--- src/rtl/seg_xlate_pkg.sv ---
package seg_xlate_pkg;
  typedef enum logic [1:0] {
    FLT_NONE   = 2'b00,
    FLT_BOUNDS = 2'b01,
    FLT_PROT   = 2'b10,
    FLT_UNUSED = 2'b11
  } fault_e;

  typedef enum logic [1:0] {
    ACC_RD  = 2'b00,
    ACC_WR  = 2'b01,
    ACC_EX  = 2'b10,
    ACC_RSV = 2'b11
  } acc_e;

  typedef enum logic [1:0] {
    FLD_BASE  = 2'b00,
    FLD_LIMIT = 2'b01,
    FLD_CTRL  = 2'b10,
    FLD_RSV   = 2'b11
  } field_e;

  typedef struct packed {
    logic down;
    logic x;
    logic w;
    logic r;
  } seg_ctrl_t;

  localparam int unsigned NUM_SLOTS   = 4;
  localparam int unsigned UNUSED_SLOT = 2;
endpackage

--- src/rtl/seg_regfile.sv ---
module seg_regfile
  import seg_xlate_pkg::*;
#(
  parameter int unsigned PA_W   = 24,
  parameter int unsigned BND_W  = 15,
  parameter int unsigned DATA_W = 32
) (
  input  logic              clk_i,
  input  logic              rst_ni,
  input  logic              we_i,
  input  logic [1:0]        wsel_i,
  input  logic [1:0]        wfield_i,
  input  logic [DATA_W-1:0] wdata_i,
  input  logic [1:0]        rsel_i,
  input  logic [1:0]        rfield_i,
  output logic [DATA_W-1:0] rdata_o,
  output logic [PA_W-1:0]   base_o  [NUM_SLOTS],
  output logic [BND_W-1:0]  limit_o [NUM_SLOTS],
  output seg_ctrl_t         ctrl_o  [NUM_SLOTS]
);
  for (genvar g = 0; g < NUM_SLOTS; g++) begin : g_slot
    if (g == UNUSED_SLOT) begin : g_hole
      assign base_o[g]  = '0;
      assign limit_o[g] = '0;
      assign ctrl_o[g]  = '0;
    end else begin : g_regs
      logic hit;
      assign hit = we_i && (wsel_i == 2'(g));
      always_ff @(posedge clk_i or negedge rst_ni) begin
        if (!rst_ni) begin
          base_o[g]  <= '0;
          limit_o[g] <= '0;
          ctrl_o[g]  <= '0;
        end else if (hit) begin
          case (field_e'(wfield_i))
            FLD_BASE:  base_o[g]  <= wdata_i[PA_W-1:0];
            FLD_LIMIT: limit_o[g] <= wdata_i[BND_W-1:0];
            FLD_CTRL:  ctrl_o[g]  <= seg_ctrl_t'(wdata_i[3:0]);
            default: ;
          endcase
        end
      end
    end
  end

  always_comb begin
    case (field_e'(rfield_i))
      FLD_BASE:  rdata_o = DATA_W'(base_o[rsel_i]);
      FLD_LIMIT: rdata_o = DATA_W'(limit_o[rsel_i]);
      FLD_CTRL:  rdata_o = DATA_W'(ctrl_o[rsel_i]);
      default:   rdata_o = '0;
    endcase
  end
endmodule

--- src/rtl/seg_lane.sv ---
module seg_lane
  import seg_xlate_pkg::*;
#(
  parameter int unsigned PA_W  = 24,
  parameter int unsigned OFS_W = 14,
  parameter int unsigned BND_W = OFS_W + 1
) (
  input  logic [PA_W-1:0]  base_i,
  input  logic [BND_W-1:0] limit_i,
  input  seg_ctrl_t        ctrl_i,
  input  logic [OFS_W-1:0] off_i,
  input  logic [1:0]       acc_i,
  output logic [1:0]       fault_o,
  output logic [PA_W-1:0]  pa_o
);
  localparam logic [BND_W-1:0] SEG_MAX = BND_W'(1) << OFS_W;

  logic [BND_W-1:0] off_ext, mag;
  logic             in_range, allowed;
  logic [PA_W-1:0]  pa_raw;

  assign off_ext = BND_W'(off_i);
  assign mag     = SEG_MAX - off_ext;  // distance below base

  always_comb begin
    if (ctrl_i.down) begin
      in_range = (mag <= limit_i);
      pa_raw   = base_i - PA_W'(mag);
    end else begin
      in_range = (off_ext < limit_i);
      pa_raw   = base_i + PA_W'(off_ext);
    end
  end

  always_comb begin
    case (acc_e'(acc_i))
      ACC_RD:  allowed = ctrl_i.r;
      ACC_WR:  allowed = ctrl_i.w;
      ACC_EX:  allowed = ctrl_i.x;
      default: allowed = 1'b0;
    endcase
  end

  always_comb begin
    if (limit_i == '0)  fault_o = FLT_UNUSED;
    else if (!in_range) fault_o = FLT_BOUNDS;
    else if (!allowed)  fault_o = FLT_PROT;
    else                fault_o = FLT_NONE;
    pa_o = (fault_o == FLT_NONE) ? pa_raw : '0;
  end
endmodule

--- src/rtl/seg_xlate_unit.sv ---
module seg_xlate_unit
  import seg_xlate_pkg::*;
#(
  parameter int unsigned VA_W   = 16,
  parameter int unsigned PA_W   = 24,
  parameter int unsigned DATA_W = 32
) (
  input  logic              clk_i,
  input  logic              rst_ni,
  input  logic              req_valid_i,
  input  logic [VA_W-1:0]   va_i,
  input  logic [1:0]        acc_i,
  output logic              resp_valid_o,
  output logic [PA_W-1:0]   pa_o,
  output logic [1:0]        fault_o,
  input  logic              we_i,
  input  logic [1:0]        wsel_i,
  input  logic [1:0]        wfield_i,
  input  logic [DATA_W-1:0] wdata_i,
  input  logic [1:0]        rsel_i,
  input  logic [1:0]        rfield_i,
  output logic [DATA_W-1:0] rdata_o
);
  localparam int unsigned OFS_W = VA_W - 2;
  localparam int unsigned BND_W = OFS_W + 1;

  logic [PA_W-1:0]  base  [NUM_SLOTS];
  logic [BND_W-1:0] limit [NUM_SLOTS];
  seg_ctrl_t        ctrl  [NUM_SLOTS];
  logic [1:0]       lane_flt [NUM_SLOTS];
  logic [PA_W-1:0]  lane_pa  [NUM_SLOTS];

  logic [1:0]       sel;
  logic [OFS_W-1:0] off;
  assign sel = va_i[VA_W-1 -: 2];
  assign off = va_i[OFS_W-1:0];

  seg_regfile #(.PA_W(PA_W), .BND_W(BND_W), .DATA_W(DATA_W)) u_regs (
    .clk_i, .rst_ni, .we_i, .wsel_i, .wfield_i, .wdata_i,
    .rsel_i, .rfield_i, .rdata_o,
    .base_o(base), .limit_o(limit), .ctrl_o(ctrl)
  );

  // slot 2 has zero limit, so its lane always reports an unused segment
  for (genvar g = 0; g < NUM_SLOTS; g++) begin : g_lane
    seg_lane #(.PA_W(PA_W), .OFS_W(OFS_W), .BND_W(BND_W)) u_lane (
      .base_i(base[g]), .limit_i(limit[g]), .ctrl_i(ctrl[g]),
      .off_i(off), .acc_i(acc_i),
      .fault_o(lane_flt[g]), .pa_o(lane_pa[g])
    );
  end

  always_ff @(posedge clk_i or negedge rst_ni) begin
    if (!rst_ni) begin
      resp_valid_o <= 1'b0;
      pa_o         <= '0;
      fault_o      <= FLT_NONE;
    end else begin
      resp_valid_o <= req_valid_i;
      pa_o         <= req_valid_i ? lane_pa[sel]  : '0;
      fault_o      <= req_valid_i ? lane_flt[sel] : FLT_NONE;
    end
  end
endmodule

--- config.mk ---
export PLATFORM = sky130hd
export DESIGN_NAME = seg_xlate_unit
export DESIGN_NICKNAME = d
export VERILOG_FILES = /design/src/rtl/seg_xlate_pkg.sv /design/src/rtl/seg_regfile.sv /design/src/rtl/seg_lane.sv /design/src/rtl/seg_xlate_unit.sv
export SDC_FILE = /design/constraint.sdc
export NUM_CORES = 1
export LEC_CHECK = 0
export CAP_MARGIN = 20
export CORE_MARGIN = 3
export CORE_UTILIZATION = 55
export CTS_CLUSTER_DIAMETER = 60
export DETAILED_ROUTE_END_ITERATION = 10
export DONT_BUFFER_PORTS = 1
export PLACE_DENSITY = 0.74
export SLEW_MARGIN = 0
export SYNTH_ARGS = -nofsm -noshare
export SYNTH_HDL_FRONTEND = slang
export SYNTH_SLANG_ARGS = --single-unit
export TNS_END_PERCENT = 50
--- constraint.sdc ---
create_clock -name clk_i -period 8.5 [get_ports clk_i]
set_input_delay 0.425 -clock clk_i [delete_from_list [all_inputs] [get_ports clk_i]]
set_output_delay 0.425 -clock clk_i [all_outputs]
set_load 0.005 [all_outputs]
==> summary.md <==
| Metric | Value |
|---|---|
| Final net count | 1641 |
| DRT Pass-1 Iters | 5 |
| Horizontal die dimension | 161 µm |
| Post-place instance area | 0.0135 mm² |
| Fraction of post-synthesis cell area in the top cell type by area | 0.295 |
| 1st-iter DRT viols | 1037 |
| Library cell occupying the most area in the post-synthesis netlist | sky130_fd_sc_hd__dfrtp_1 |
| Clock latency of the later-clocked register in the worst-skew pair | 0.45 ns |
| Final clock period utilization by the worst path | 0.697 |
| Final cell utilization of the core | 0.599 |
| Total CTS buffers | 17 |
| Buffer levels on the longest clock path | 2 |
| Achievable clock frequency | 169 MHz |
| Final critical path time including I/O delays and setup | 5.93 ns |
| Layout Cells excl Fill | 1751 |
| Via count | 11365 |
| Main synth FF type | sky130_fd_sc_hd__dfrtp_1 |
| Count of H-tree levels built during CTS | 4 |
| Worst hold margin | 0.0908 ns |
| Combined buffer and inverter count along the critical path | 2 |
| GRT Util Overall | 0.323 |
| Setup total negative slack | 0 ns |
| Reg area | 0.00390 mm² |
| Total wire length after detailed routing | 41.6 mm |
| Setup repair after global routing missed its margin | no |
| Count of different cell masters after synthesis | 80 |
| Worst-case clock skew | 0.0109 ns |
| Layout overhead on the synthesized area | 6.47% |
| Core area | 0.0235 mm² |
| CTS-repair resized insts | 0 |
| Port bufs | 0 |
| Result of the run | finished, final reports clean |
| Combined area of the multi-input logic cells | 0.00872 mm² |
| Gr ovfl total | 0 |
| Required time of the worst setup path | between 8 and 9 ns |
| Ordered list of cells on the worst path | inv_1 -> ha_1 -> nor3b_1 -> and2_1 -> nand3_1 -> nor3_1 -> clkinv_1 -> ha_1 -> ha_1 -> and3_1 -> a21oi_1 -> a21boi_0 -> a31oi_1 -> a21oi_1 -> a2111oi_2 -> a41oi_1 -> a221oi_2 -> o31a_1 |
| Wire length of the first global-routing pass | 64.4 mm |
| Proportion of layout cells with a drive suffix above 1 | 0.138 |
| Total power per unit cell area | 243 mW/mm² |
| Start of the worst register-to-register path | u_regs.base_o[48] |
| Routed length per placed instance | 23.8 µm |
| Final number of hold-violating endpoints | 0 |
| Number of sinks driven by the clock tree | 156 |
| Cell count after synthesis | 1439 |
| Synthesized area divided by synthesized cell count | between 9 and 10 µm² |
| Count of antenna-violating nets left after detailed routing | 0 |
| Antenna Cells | 0 |
| Dpl hpwl | 32.2 mm |
| Largest fanout on the critical path | 12 |
| Synthesized area | 0.0132 mm² |
| CP Data Arrival Time | ~6.3 ns |
| Final setup violation count | 0 |
| Number of max-capacitance violations reported | 0 |
| Total Die Area | 0.0260 mm² |
| Max_slew headroom | 0.252 |
| Number of top-level design ports | 121 |
| Weighted congestion reported at the end of routability-driven placement | 0.956 |
| Design area | around 0.014 mm² |
| Flip-flop and latch count after synthesis | 156 |
| Worst path most repeated cell | sky130_fd_sc_hd__ha_1 |
| Peak supply drop | between 0.1 and 0.15 mV |
| Leading cell types by total area after synthesis | sky130_fd_sc_hd__dfrtp_1 (29%), sky130_fd_sc_hd__ha_1 (15%), sky130_fd_sc_hd__mux2_2 (9.6%), sky130_fd_sc_hd__a21oi_1 (3.5%), sky130_fd_sc_hd__nand2_1 (3.4%) |
| Cell total after placement | 1715 |
| Drt drc | 0 |
| Initial antenna violation count | 0 |
| Placement Rows | 56 |
| Largest delay share family, worst path | simple AND/OR/NAND/NOR gates |
| Most instantiated library cell after synthesis | sky130_fd_sc_hd__ha_1 |
| Maximum number of pins on one net before global-route repair | 157 |
| CTS tree | built |
| Stage delay of the slowest cell on the critical path | 0.74 ns |
| Clock-pin slew reported for the worst setup and hold paths after clock tree synthesis | 0.08 ns |
| Vias in the first global route | around 11000 |
| Root buf cell | sky130_fd_sc_hd__clkbuf_16 |
| Slew Viols, Final | 0 |
| Count of synthesis-stage warnings from yosys | 0 |
| Total of fill cells in the finished design | 2103 |
| Path type of the worst min-delay path | primary input to flip-flop |
| Number of flops mapped to enable cells by yosys | 0 |
| List of most frequent post-synthesis cells | sky130_fd_sc_hd__ha_1 (157), sky130_fd_sc_hd__dfrtp_1 (156), sky130_fd_sc_hd__nand2_1 (119) |
| Share of synthesized area occupied by flip-flops and latches | 0.295 |
| Cell at the slowest stage of the critical path | sky130_fd_sc_hd__nor3_1 |
| Leakage power total | 6.51 nW |
| Slew at the pin closest to its max-slew limit | 1.12 ns |
| Crit Path Class | primary input to flip-flop |
| Starting Density | 0.563 |
| Critical Path End Type | flip-flop |
| Vertical extent of the die | around 160 µm |
| Setup crit start | va_i[0] |
| Detailed-route vias per instance | 6.49 |
| Worst setup SP type | primary input |
| FFs w/ async S/R, synth | 1.00 |
| Worst hold path startpoint | wdata_i[7] |
-- cell usage in the layout, fill, tap and decap left out, types with 5 or more instances in the layout --
master	netlist	layout
sky130_fd_sc_hd__nand4_1	17	17
sky130_fd_sc_hd__nor3_1	33	33
sky130_fd_sc_hd__nand3_1	26	26
sky130_fd_sc_hd__clkbuf_16	0	17
sky130_fd_sc_hd__nor2_1	72	70
sky130_fd_sc_hd__nand2b_1	28	28
sky130_fd_sc_hd__o22ai_1	17	17
sky130_fd_sc_hd__o21bai_1	11	11
sky130_fd_sc_hd__mux4_2	11	11
sky130_fd_sc_hd__o211ai_1	9	9
sky130_fd_sc_hd__inv_1	103	103
sky130_fd_sc_hd__o31ai_1	7	7
sky130_fd_sc_hd__mux2_2	113	113
sky130_fd_sc_hd__or3_1	8	8
sky130_fd_sc_hd__conb_1	1	8
sky130_fd_sc_hd__and3_1	8	8
sky130_fd_sc_hd__a211oi_1	11	11
sky130_fd_sc_hd__buf_4	8	6
sky130_fd_sc_hd__o221ai_1	5	5
sky130_fd_sc_hd__nand2_1	119	119
sky130_fd_sc_hd__o21ai_0	84	84
sky130_fd_sc_hd__xor2_1	31	31
sky130_fd_sc_hd__inv_6	0	5
sky130_fd_sc_hd__a21o_1	31	31
sky130_fd_sc_hd__mux2i_1	21	21
sky130_fd_sc_hd__a31oi_1	6	6
sky130_fd_sc_hd__xnor2_1	46	46
sky130_fd_sc_hd__or2_2	15	15
sky130_fd_sc_hd__ha_1	157	157
sky130_fd_sc_hd__and2_1	5	5
sky130_fd_sc_hd__nor4_1	13	13
sky130_fd_sc_hd__o2111ai_1	6	6
sky130_fd_sc_hd__dfrtp_1	156	156
sky130_fd_sc_hd__nor2b_1	10	10
sky130_fd_sc_hd__a211o_1	8	8
sky130_fd_sc_hd__nand3b_1	6	6
sky130_fd_sc_hd__a22oi_1	22	22
sky130_fd_sc_hd__o21a_1	14	14
sky130_fd_sc_hd__a21oi_1	92	92
-- state kept, by name (all words and copies together) (netlist names) --
name            flops
u_regs.base_o      72
resp_valid_o        1
u_regs.limit_o     45
u_regs.ctrl_o      12
fault_o             2
pa_o               24
-- worst register-to-register path, delay by kind of cell (launching register included) --
family | cells | cell delay (ns)
flops | 1 | 0.37
xor+xnor | 1 | 0.15
compound gates | 6 | 2.21
buf+inv | 1 | 0.06
simple gates | 2 | 0.48
fa+ha+maj | 2 | 0.63
-- through the flow --
stage | power (W) | worst slack, ns
after floorplan | 0.00221 | 3.76
after global placement | 0.00257 | 2.38
after detailed placement | 0.00261 | 2.24
after CTS | 0.00340 | 2.71
after global routing | 0.00365 | 2.30
final | 0.00343 | 2.57
-- final timing paths --
kind | slack, ns | end | depth (start not counted)
max in group asynchronous | 7.19 | u_regs.base_o[2] | 2
max | 2.57 | pa_o[23] | 18
max reg2reg | 4.53 | pa_o[22] | 12
min | 0.09 | u_regs.limit_o[37] | 2
min reg2reg | 0.54 | u_regs.ctrl_o[2] | 1
min in group asynchronous | 0.60 | pa_o[7] | 2
-- area by class of cell --
class | count | share of cell area
clock buffers | 19 | 0.0321
well taps | 319 | 0.0283
repair buffers | 10 | 0.00763
inverters | 105 | 0.0280
flip-flops and latches | 156 | 0.277
multi-input cells | 1129 | 0.618
clock inverters | 13 | 0.00887
-- layer usage --
layer	vias to the layer above	global-route usage	share of wire
met5	-	0	0
met4	0	0.120	0.037
met3	106	0.0690	0.090
met2	551	0.512	0.45
met1	5508	0.436	0.42
li1	5200	-	-
-- repair_timing --
action / in CTS / in global routing
setup buffers: 0 / 0
hold buffers: 1 / 2
hold endpoints to repair: 156 / 25
-- kinds of logic (layout without fill, tap and decap cells) --
| family | count (synthesis) | count (layout) | share of synthesized area |
|---|---|---|---|
| compound gates | 366 | 366 | 0.181 |
| xor+xnor | 78 | 78 | 0.0522 |
| fa+ha+maj | 160 | 160 | 0.153 |
| buf+inv | 161 | 147 | 0.0493 |
| flops | 156 | 156 | 0.295 |
| mux | 145 | 145 | 0.131 |
| other cells | 1 | 8 | 0.000283 |
| simple gates | 372 | 372 | 0.139 |
-- where the power goes --
| group | switching [W] | internal, W |
|---|---|---|
| Clock | 0.000369 | 0.000403 |
| Combinational | 0.000865 | 0.000692 |
| Sequential | 0.000201 | 0.000898 |
(Power assumes the default switching activity.)
